$ cat config.mk
export PLATFORM = sky130hd
export DESIGN_NAME = rx_freeq_sel
export DESIGN_NICKNAME = d
export VERILOG_FILES = /design/src/rtl/rxq_pkg.sv /design/src/rtl/rxq_cfg_regs.sv /design/src/rtl/rxq_sop_pick.sv /design/src/rtl/rxq_buf_track.sv /design/src/rtl/rx_freeq_sel.sv
export SDC_FILE = /design/constraint.sdc
export NUM_CORES = 1
export LEC_CHECK = 0
export BUFFER_PORTS_ARGS = -buffer_cell sky130_fd_sc_hd__buf_2
export CAP_MARGIN = 0
export CORE_UTILIZATION = 30
export DETAILED_ROUTE_END_ITERATION = 12
export GPL_ROUTABILITY_DRIVEN = 0
export GPL_TIMING_DRIVEN = 0
export PLACE_DENSITY_LB_ADDON = 0.3
export SYNTH_ARGS = -nofsm -noshare
export SYNTH_HDL_FRONTEND = slang
export SYNTH_SLANG_ARGS = --single-unit
$ cat constraint.sdc
create_clock -name clk -period 14 [get_ports clk]
set_clock_uncertainty 0.1 [all_clocks]
set_input_delay 0.7 -clock clk [delete_from_list [all_inputs] [get_ports clk]]
set_output_delay 0.7 -clock clk [all_outputs]
set_load 0.1 [all_outputs]
$ cat src/rtl/rxq_pkg.sv
package rxq_pkg;
  localparam int ADDR_W = 4;
  localparam logic [ADDR_W-1:0] A_CTRL  = 4'd0;
  localparam logic [ADDR_W-1:0] A_THR0  = 4'd1;
  localparam logic [ADDR_W-1:0] A_SOPQ0 = 4'd4;
  localparam logic [ADDR_W-1:0] A_CONTQ = 4'd8;
  localparam int N_THR  = 3;
  localparam int N_SOPQ = 4;
  localparam int N_CONT = 3;
  localparam int UNIT_SH = 5;
endpackage

$ cat src/rtl/rxq_cfg_regs.sv
module rxq_cfg_regs
  import rxq_pkg::*;
#(
  parameter int W = 16
) (
  input  logic                   clk,
  input  logic                   rst_n,
  input  logic                   chan_en,
  input  logic                   cfg_we,
  input  logic [ADDR_W-1:0]      cfg_addr,
  input  logic [W-1:0]           cfg_wdata,
  output logic [3:0]             ctrl,
  output logic [N_THR-1:0][W-1:0]  thr,
  output logic [N_SOPQ-1:0][W-1:0] sopq,
  output logic [N_CONT-1:0][W-1:0] contq
);
  logic wr_ok;
  assign wr_ok = cfg_we && !chan_en;

  always_ff @(posedge clk or negedge rst_n) begin
    if (!rst_n) ctrl <= '0;
    else if (wr_ok && cfg_addr == A_CTRL) ctrl <= cfg_wdata[3:0];
  end

  for (genvar g = 0; g < N_THR; g++) begin : g_thr
    always_ff @(posedge clk or negedge rst_n) begin
      if (!rst_n) thr[g] <= '0;
      else if (wr_ok && cfg_addr == A_THR0 + ADDR_W'(g)) thr[g] <= cfg_wdata;
    end
  end

  for (genvar g = 0; g < N_SOPQ; g++) begin : g_sopq
    always_ff @(posedge clk or negedge rst_n) begin
      if (!rst_n) sopq[g] <= '0;
      else if (wr_ok && cfg_addr == A_SOPQ0 + ADDR_W'(g)) sopq[g] <= cfg_wdata;
    end
  end

  for (genvar g = 0; g < N_CONT; g++) begin : g_contq
    always_ff @(posedge clk or negedge rst_n) begin
      if (!rst_n) contq[g] <= '0;
      else if (wr_ok && cfg_addr == A_CONTQ + ADDR_W'(g)) contq[g] <= cfg_wdata;
    end
  end


  cfg_frozen_chk: assert property (@(posedge clk) disable iff (!rst_n)
    chan_en |=> ($stable(ctrl) && $stable(thr) && $stable(sopq) && $stable(contq)));
endmodule

$ cat src/rtl/rxq_sop_pick.sv
module rxq_sop_pick
  import rxq_pkg::*;
#(
  parameter int W     = 16,
  parameter int PKT_W = 20
) (
  input  logic [PKT_W-1:0]         size,
  input  logic [N_THR-1:0]         thr_en,
  input  logic [N_THR-1:0][W-1:0]  thr,
  input  logic [N_SOPQ-1:0][W-1:0] sopq,
  output logic [W-1:0]             sop_qnum,
  output logic                     order_err
);
  localparam int LW = W + UNIT_SH;
  localparam int CW = (PKT_W > LW) ? PKT_W : LW;

  logic [N_THR-1:0] hit;
  for (genvar g = 0; g < N_THR; g++) begin : g_cmp
    logic [CW-1:0] lim;
    assign lim    = CW'({thr[g], {UNIT_SH{1'b0}}});
    assign hit[g] = thr_en[g] && (CW'(size) <= lim);
  end

  logic e01, e12, e02;
  assign e01 = thr_en[0] && thr_en[1] && !(thr[1] > thr[0]);
  assign e12 = thr_en[1] && thr_en[2] && !(thr[2] > thr[1]);
  assign e02 = thr_en[0] && !thr_en[1] && thr_en[2] && !(thr[2] > thr[0]);
  assign order_err = e01 || e12 || e02;

  logic [1:0] sel;
  always_comb begin
    if (order_err || thr_en == '0) sel = 2'd0;
    else if (hit[0])               sel = 2'd0;
    else if (hit[1])               sel = 2'd1;
    else if (hit[2])               sel = 2'd2;
    else                           sel = 2'd3;
  end
  assign sop_qnum = sopq[sel];
endmodule

$ cat src/rtl/rxq_buf_track.sv
module rxq_buf_track
  import rxq_pkg::*;
#(
  parameter int W = 16
) (
  input  logic                     clk,
  input  logic                     rst_n,
  input  logic                     req_valid,
  input  logic                     req_sop,
  input  logic                     req_starve,
  input  logic                     retry_mode,
  input  logic [W-1:0]             sop_qnum,
  input  logic [N_CONT-1:0][W-1:0] contq,
  output logic                     rsp_valid,
  output logic [W-1:0]             rsp_qnum,
  output logic [1:0]               rsp_bufidx,
  output logic                     rsp_drop,
  output logic                     rsp_retry
);
  logic [1:0]   last_idx, last_nxt, req_idx;
  logic [W-1:0] q_sel;

  always_comb begin
    if (req_sop)             req_idx = 2'd0;
    else if (last_idx == 2'd3) req_idx = 2'd3;
    else                     req_idx = last_idx + 2'd1;
    case (req_idx)
      2'd0:    q_sel = sop_qnum;
      2'd1:    q_sel = contq[0];
      2'd2:    q_sel = contq[1];
      default: q_sel = contq[2];
    endcase
    last_nxt = last_idx;
    if (req_valid) begin
      if (!req_starve)     last_nxt = req_idx;
      else if (!retry_mode) last_nxt = 2'd0;
    end
  end

  always_ff @(posedge clk or negedge rst_n) begin
    if (!rst_n) last_idx <= '0;
    else        last_idx <= last_nxt;
  end

  always_ff @(posedge clk or negedge rst_n) begin
    if (!rst_n) begin
      rsp_valid <= 1'b0;
      rsp_drop  <= 1'b0;
      rsp_retry <= 1'b0;
    end else begin
      rsp_valid <= req_valid;
      rsp_drop  <= req_valid && req_starve && !retry_mode;
      rsp_retry <= req_valid && req_starve && retry_mode;
    end
  end

  always_ff @(posedge clk or negedge rst_n) begin
    if (!rst_n) begin
      rsp_qnum   <= '0;
      rsp_bufidx <= '0;
    end else if (req_valid) begin
      rsp_qnum   <= q_sel;
      rsp_bufidx <= req_idx;
    end
  end


  rsp_pulse_chk: assert property (@(posedge clk) disable iff (!rst_n)
    req_valid |=> rsp_valid);

  rsp_quiet_chk: assert property (@(posedge clk) disable iff (!rst_n)
    !req_valid |=> !rsp_valid);

  sop_index_chk: assert property (@(posedge clk) disable iff (!rst_n)
    (req_valid && req_sop) |=> (rsp_bufidx == 2'd0));

  drop_excl_chk: assert property (@(posedge clk) disable iff (!rst_n)
    rsp_drop |-> (rsp_valid && !rsp_retry));

  drop_clear_chk: assert property (@(posedge clk) disable iff (!rst_n)
    (rsp_drop && req_valid && !req_sop) |=> (rsp_bufidx == 2'd1));

  retry_hold_chk: assert property (@(posedge clk) disable iff (!rst_n)
    (rsp_retry && req_valid && !req_sop) |=> (rsp_bufidx == $past(rsp_bufidx)));
endmodule

$ cat src/rtl/rx_freeq_sel.sv
module rx_freeq_sel
  import rxq_pkg::*;
#(
  parameter int W     = 16,
  parameter int PKT_W = 20
) (
  input  logic              clk,
  input  logic              rst_n,
  input  logic              chan_en,
  input  logic              cfg_we,
  input  logic [3:0]        cfg_addr,
  input  logic [W-1:0]      cfg_wdata,
  input  logic              req_valid,
  input  logic              req_sop,
  input  logic [PKT_W-1:0]  req_size,
  input  logic              req_starve,
  output logic              rsp_valid,
  output logic [W-1:0]      rsp_qnum,
  output logic [1:0]        rsp_bufidx,
  output logic              rsp_drop,
  output logic              rsp_retry,
  output logic              cfg_err
);
  logic [1:0] rst_sync;
  logic       rst_int_n;

  always_ff @(posedge clk or negedge rst_n) begin
    if (!rst_n) rst_sync <= '0;
    else        rst_sync <= {rst_sync[0], 1'b1};
  end
  assign rst_int_n = rst_sync[1];

  logic [3:0]               ctrl;
  logic [N_THR-1:0][W-1:0]  thr;
  logic [N_SOPQ-1:0][W-1:0] sopq;
  logic [N_CONT-1:0][W-1:0] contq;
  logic [W-1:0]             sop_qnum;

  rxq_cfg_regs #(.W(W)) u_cfg (
    .clk, .rst_n(rst_int_n), .chan_en, .cfg_we, .cfg_addr, .cfg_wdata,
    .ctrl, .thr, .sopq, .contq
  );

  rxq_sop_pick #(.W(W), .PKT_W(PKT_W)) u_pick (
    .size(req_size), .thr_en(ctrl[2:0]), .thr, .sopq,
    .sop_qnum, .order_err(cfg_err)
  );

  rxq_buf_track #(.W(W)) u_track (
    .clk, .rst_n(rst_int_n), .req_valid, .req_sop, .req_starve,
    .retry_mode(ctrl[3]), .sop_qnum, .contq,
    .rsp_valid, .rsp_qnum, .rsp_bufidx, .rsp_drop, .rsp_retry
  );


  err_fallback_chk: assert property (@(posedge clk) disable iff (!rst_int_n)
    (req_valid && req_sop && cfg_err) |=> (rsp_qnum == $past(sopq[0])));

  no_thr_chk: assert property (@(posedge clk) disable iff (!rst_int_n)
    (req_valid && req_sop && ctrl[2:0] == 3'b000) |=> (rsp_qnum == $past(sopq[0])));
endmodule

# Yosys cells after proc, flatten, opt, wreduce, memory -nomap -nowiden
# Index checks and enable logic that the tools add are counted.
[classes] add_sub_neg=1 n_mul=0 div_mod_pow=0 magnitude_cmp=7 n_eq_ne=14 n_shift=0 n_mux=11 n_bitwise=0 reduce_logical=38
[op_table] op="20-bit by 21-bit <= comparator with 1-bit output" n=3
[op_table] op="16-bit > comparator" n=3
[op_table] op="16-bit one-hot mux with 3 select lines" n=1
[op_table] op="16-bit binary-select mux with 2-bit select" n=1
[op_table] op="1-bit logical AND" n=25
[op_table] op="4-bit by 3-bit equality test with 1-bit output (second input constant)" n=4
[op_table] op="16-bit two-way mux" n=1
[op_table] op="2-bit two-way mux" n=7
[op_table] op="4-bit equality test (second input constant)" n=3
[op_table] op="4-bit by 2-bit equality test with 1-bit output (second input constant)" n=2
[op_table] op="1-bit zero test" n=6
[op_table] op="2-bit equality test (second input constant)" n=2
[op_table] op="4-bit by 1-bit equality test with 1-bit output (second input constant)" n=1
[op_table] op="4-bit zero test" n=1
[op_table] op="3-bit zero test" n=1
[op_table] op="1-bit logical OR" n=3
[op_table] op="2-bit by 3-bit < comparator with 1-bit output (second input constant)" n=1
[op_table] op="2-bit by 1-bit adder with 2-bit output (second input constant)" n=1
[op_table] op="2-bit by 1-bit equality test with 1-bit output (second input constant)" n=1
[op_table] op="2-bit zero test" n=1
[op_table] op="2-bit != test (second input constant)" n=1
[op_table] op="2-bit AND reduction" n=1
[op_table] op="1-bit two-way mux" n=1
[totals] register_bits=189 latchBits=0 mem_bits_rw=0 mem_bits_ro=0 inputBits=47 out_inout_bits=22 wordCells=89 mem_count=0

# Depth between registers and ports, before layout
[logic_depth] ltp_word=10 depth_mapped=11 ltp_nobuf=9

# By module
# A second synthesis with hierarchy kept.
[unflattened] cells_unflattened=919 area_unflattened_um2=10771.6
[by_module_without_submodules] module="rxq_cfg_regs" n_inst=1 cells_each=373 area_each_um2=6299.8 seq_area_each_um2=4103.9
[by_module_without_submodules] module="rxq_sop_pick" n_inst=1 cells_each=392 area_each_um2=2977.9 seq_area_each_um2=0.0
[by_module_without_submodules] module="rxq_buf_track" n_inst=1 cells_each=151 area_each_um2=1440.1 seq_area_each_um2=575.6
[by_module_without_submodules] module="rx_freeq_sel" n_inst=1 cells_each=3 area_each_um2=53.8 seq_area_each_um2=50.0

# Worst setup path before layout
# No wires, ideal clock.
[synth_path] path_type="register to output" from="reg u_cfg.thr[30] (netlist bit)" to="out cfg_err" arrival_ns=2.571 t_required_ns=13.200 slack_ns=10.629 stages_incl_launch_ff=10 path_buffers=1 path_cell_list="dfrtp_1 -> inv_1 -> ha_1 -> a21oi_1 -> nand2_1 -> a22o_1 -> a2111oi_1 -> a21oi_2 -> clkbuf_1 -> nand2_1"
[synth_between] elab_chain_cells=5 elab_cells_between_ends=8 classes_between="2 x order compare; 6 x reduce/logical"
[synth_rtl] element="start, declared" line_no="rxq_cfg_regs.sv:13" source="output logic [N_THR-1:0][W-1:0] thr,"
[synth_rtl] element="start signal, assigned by index" line_no="rxq_cfg_regs.sv:28" source="else if (wr_ok && cfg_addr == A_THR0 + ADDR_W'(g)) thr[g] <= cfg_wdata;"
[synth_rtl] element="16-bit > comparator (on tied branches)" line_no="rxq_sop_pick.sv:25, rxq_sop_pick.sv:26"
[synth_rtl] element="1-bit zero test (on tied branches)" line_no="rxq_sop_pick.sv:25, rxq_sop_pick.sv:26"
[synth_rtl] element="1-bit logical AND (on tied branches)" line_no="rxq_sop_pick.sv:25, rxq_sop_pick.sv:26"
[synth_rtl] element="1-bit logical OR (*) (2 in a row)" line_no="rxq_sop_pick.sv:28" source="assign order_err = e01 || e12 || e02;"
[synth_rtl] element="end, declared" line_no="rx_freeq_sel.sv:22" source="output logic cfg_err"
# Mark *: on every way between the ends. The rest lies on a longest branch, timed or not.

# Worst setup path in the final report
[layout_path] from="reg u_cfg.thr[11] (netlist bit)" to="out cfg_err"
[layout_between] elab_chain_cells=5 elab_cells_between_ends=8 classes_between="2 x order compare; 6 x reduce/logical"
[layout_rtl] element="16-bit > comparator" line_no="rxq_sop_pick.sv:25" source="assign e01 = thr_en[0] && thr_en[1] && !(thr[1] > thr[0]);"
[layout_rtl] element="1-bit zero test" line_no="rxq_sop_pick.sv:25"
[layout_rtl] element="1-bit logical AND" line_no="rxq_sop_pick.sv:25"
[layout_rtl] element="1-bit logical OR" line_no="rxq_sop_pick.sv:28"
[layout_rtl] element="1-bit logical OR (*)" line_no="rxq_sop_pick.sv:28"
# Marked as above.

==> metrics.txt <==
status=complete, no violations; worst slew pin tran=approximately 1.0 ns; Multi-input gate area=5480 um^2; Skew-Pair Late Insertion Delay=approximately 0.44 ns; Post-Syn Area=about 11,000 um^2; # H-tree levels=4; syn_area_per_cell=11.0 um^2; Adder-Cell Fraction of Synth Area=10.8%; NumNets Final=1,198; Post-Layout Inst Area=around 12,000 um^2; Routed WL per cell=approximately 19 um; DR iter-0 viols=447; element type at the critical path end=output port; Hold Path Class=reg2async; fin crit period=4.38 ns; Clock power frac=a little over a quarter; total core area=between 30,000 and 40,000 um^2; GRT Util Overall=~16%; Die Wd=between 150 and 200 um; Sw Ratio=approximately two fifths; warnings from Yosys=0; mux cell area share after synthesis=between 10% and 20%; EDFF count, synth=0; drc violations=0; global-route wire length before repair=roughly 46,000 um; CTS root buf=clkbuf_16; row count=68; syn nets=approximately 1,100; initial core utilization=30.8%; Die H=191 um; total CTS buffers=17; Die ar.=between 30,000 and 40,000 um^2; worst r2r dst=u_track.rsp_qnum[11]$_DFFE_PN0P_; register share of total power=roughly two fifths; WL final=roughly 29,000 um; post-synthesis simple-gate area fraction=about 8.6%; ant diodes=0; Placed Area=~12,000 um^2; max cap viols=0; Overall Power=about 1900 uW; Antenna Violating Nets Remaining=0; PortBufs=56; xor/xnor cell area share of the yosys netlist=0%; Pint=approximately 1200 uW; Worst R2R Start=u_cfg.thr[45]$_DFFE_PN0P_; Clock transition at path regs=about 0.07 ns; Cells after Synth=979; Post-synth top flop=dfrtp_1; Final Hold Vio Count=0; Clock Tree Buf Depth=2; Leak Pwr=approximately 0.0056 uW; FF/Latch Area=~4700 um^2; CTS tree=yes; CP Data Required Time=about 13 ns; Area growth syn-to-layout=14.5%; Max FO, Critical Path=10; IR drop worst, VDD=about 0.000086 V; pwr dens=about 160 nW/um^2; register area share after synthesis=between 40 and 50%; Layout fillers=around 3,500; Setup TNS=0 ns; drt via density=between 5 and 6; Final Max Tran Viols=0; RSZ-0062 raised after global routing=no; flop-to-flop setup slack=10.40 ns; fraction of layout instances using a drive strength above 1=roughly a quarter; Comb pwr share=a little over a third; Slew HR=30.2%; main combinational cell family by area after synthesis=multiplexers; Post-synth ARST share=100%; DR vias=7,847; clock sinks=between 150 and 200; initial antenna violation count=2; post-synthesis compound-gate area fraction=between 10% and 20%; fin cells=roughly 1,500; post-synthesis cell type count=around 50; pin count of the biggest net entering global routing=58; sw power=approximately 750 uW; top-level port count=approximately 70; Setup CP Type=reg2out; DR pass1 iterations=5; period utilization=approximately 31%; FMAX=approximately 0.23 GHz; DP HPWL=between 20,000 and 25,000 um; register bit count reported by yosys=189; placed cells=around 1,500; startpoint types=register; Overflow after GRT=0; worst reg-to-reg path cell count=9; vias in the first global route=approximately 8,000; final setup vio count=0; crit path DAT=approximately 3.6 ns
==> what timing repair did <==
| item | CTS | global route |
|---|---|---|
| resized for setup | 0 | 0 |
| hold buffers | 1 | 0 |
| hold endpoints to repair | 2 | 0 |
| buffers inserted | 0 | 0 |
==> layer usage <==
metal / GRT usage (%) / share of wire [%]
met5: 0 / 0.10
met4: 5.74 / 2.4
met3: 2.74 / 4.0
met2: 25.8 / 45
met1: 22.6 / 49
==> final cells by class <==
type	instances	share of cell area [%]
clock buffers	18	3.58
clock inverters	13	1.42
multi-input cells	662	44.6
inverters	68	2.08
flip-flops and latches	189	38.5
repair buffers	60	2.97
well taps	455	4.63
plain buffers	60	2.22
==> critical path, cell delays in order, from the launching register on <==
cell and delay, ns:
dfrtp_1 0.35, inv_1 0.09, ha_1 0.33, nand4_1 0.17, nor4_2 0.36, a211oi_1 0.17
a32oi_2 0.69, clkbuf_1 0.49, nand2_1 0.16, buf_2 0.33
==> cell families after synthesis <==
kind of cell    Yosys count
compound gates          227
flops                   189
simple gates            175
mux                     166
buf+inv                 128
fa+ha+maj                93
other cells               1
==> power groups by stage <==
| stage | clock, uW | combinational (uW) | sequential (uW) |
|---|---|---|---|
| 3_5_place_dp | 0 | 677 | 750 |
| 4_1_cts | 522 | 681 | 739 |
| 6_report | 508 | 677 | 739 |
| 5_1_grt | 542 | 747 | 755 |
| 3_3_place_gp | 0 | 656 | 755 |
| 2_1_floorplan | 0 | 370 | 879 |
==> cell usage after synthesis (2+ instances only) <==
cell / number / area [um^2]
nor4_1: 2 / 12.5
nand4_1: 12 / 75.1
nor2b_1: 21 / 131
a31o_2: 2 / 17.5
nand4b_1: 2 / 17.5
mux2_2: 150 / 1690
o21bai_1: 16 / 120
o211ai_1: 3 / 22.5
buf_2: 6 / 30.0
nor4bb_1: 2 / 20.0
o21a_1: 5 / 37.5
buf_4: 9 / 67.6
a21oi_1: 54 / 270
clkbuf_1: 38 / 143
a311o_1: 15 / 150
nand3_1: 8 / 40.0
o21ai_0: 64 / 320
nand2_1: 77 / 289
nor2_1: 15 / 56.3
inv_1: 68 / 255
a211o_1: 3 / 26.3
o311ai_1: 12 / 105
o41ai_1: 16 / 140
nor3_1: 5 / 25.0
buf_1: 2 / 7.51
o31ai_1: 2 / 15.0
clkbuf_2: 5 / 25.0
and3_1: 19 / 119
nand2b_1: 3 / 18.8
ha_1: 93 / 1160
o2bb2ai_1: 2 / 17.5
mux2i_1: 16 / 160
a21boi_0: 16 / 120
nor4_2: 3 / 37.5
a21o_1: 7 / 52.6
dfrtp_1: 189 / 4730
o311ai_2: 3 / 48.8
==> placed cells by master (no fill, tap or decap), drive strengths merged, types with 7 or more instances in the layout <==
cell type  instances
a21boi            16
a21o               7
a21oi             55
a311o             15
and3              19
buf               76
clkbuf            61
dfrtp            189
ha                93
inv               74
mux2             150
mux2i             16
nand2             77
nand3              9
nand4             12
nor2              15
nor2b             21
o21ai             64
o21bai            16
o311ai            15
o41ai             16
==> sequential cells by signal (all words and copies together), names as in the netlist, 2 cells and up <==
register            cells
rst_sync                2
u_cfg.ctrl              4
u_cfg.sopq             64
u_cfg.thr              48
u_track.rsp_bufidx      2
u_track.last_idx        2
u_track.rsp_qnum       16
u_cfg.contq            48
==> worst max path at each step <==
stage	to	from	slack (ns)
floorplan	u_cfg.contq[0]$_DFFE_PN0P_	rst_sync[1]$_DFF_PN0_	8.24
global placement	u_cfg.contq[19]$_DFFE_PN0P_	rst_sync[1]$_DFF_PN0_	5.86
detailed placement	u_track.rsp_qnum[15]$_DFFE_PN0P_	req_size[19]	10.0
CTS	cfg_err	u_cfg.thr[11]$_DFFE_PN0P_	9.63
global route	cfg_err	u_cfg.thr[11]$_DFFE_PN0P_	9.42
finish	cfg_err	u_cfg.thr[11]$_DFFE_PN0P_	9.62
==> through the flow <==
step	hold WS [ns]	util (%)	setup WS, ns
2_1_floorplan	0.231	-	8.24
3_3_place_gp	0.237	33.2	5.86
3_5_place_dp	0.249	33.4	10.0
4_1_cts	0.255	35.2	9.63
5_1_grt	0.280	35.2	9.42
6_report	0.228	35.2	9.62
Power figures use the tool's default switching activity.
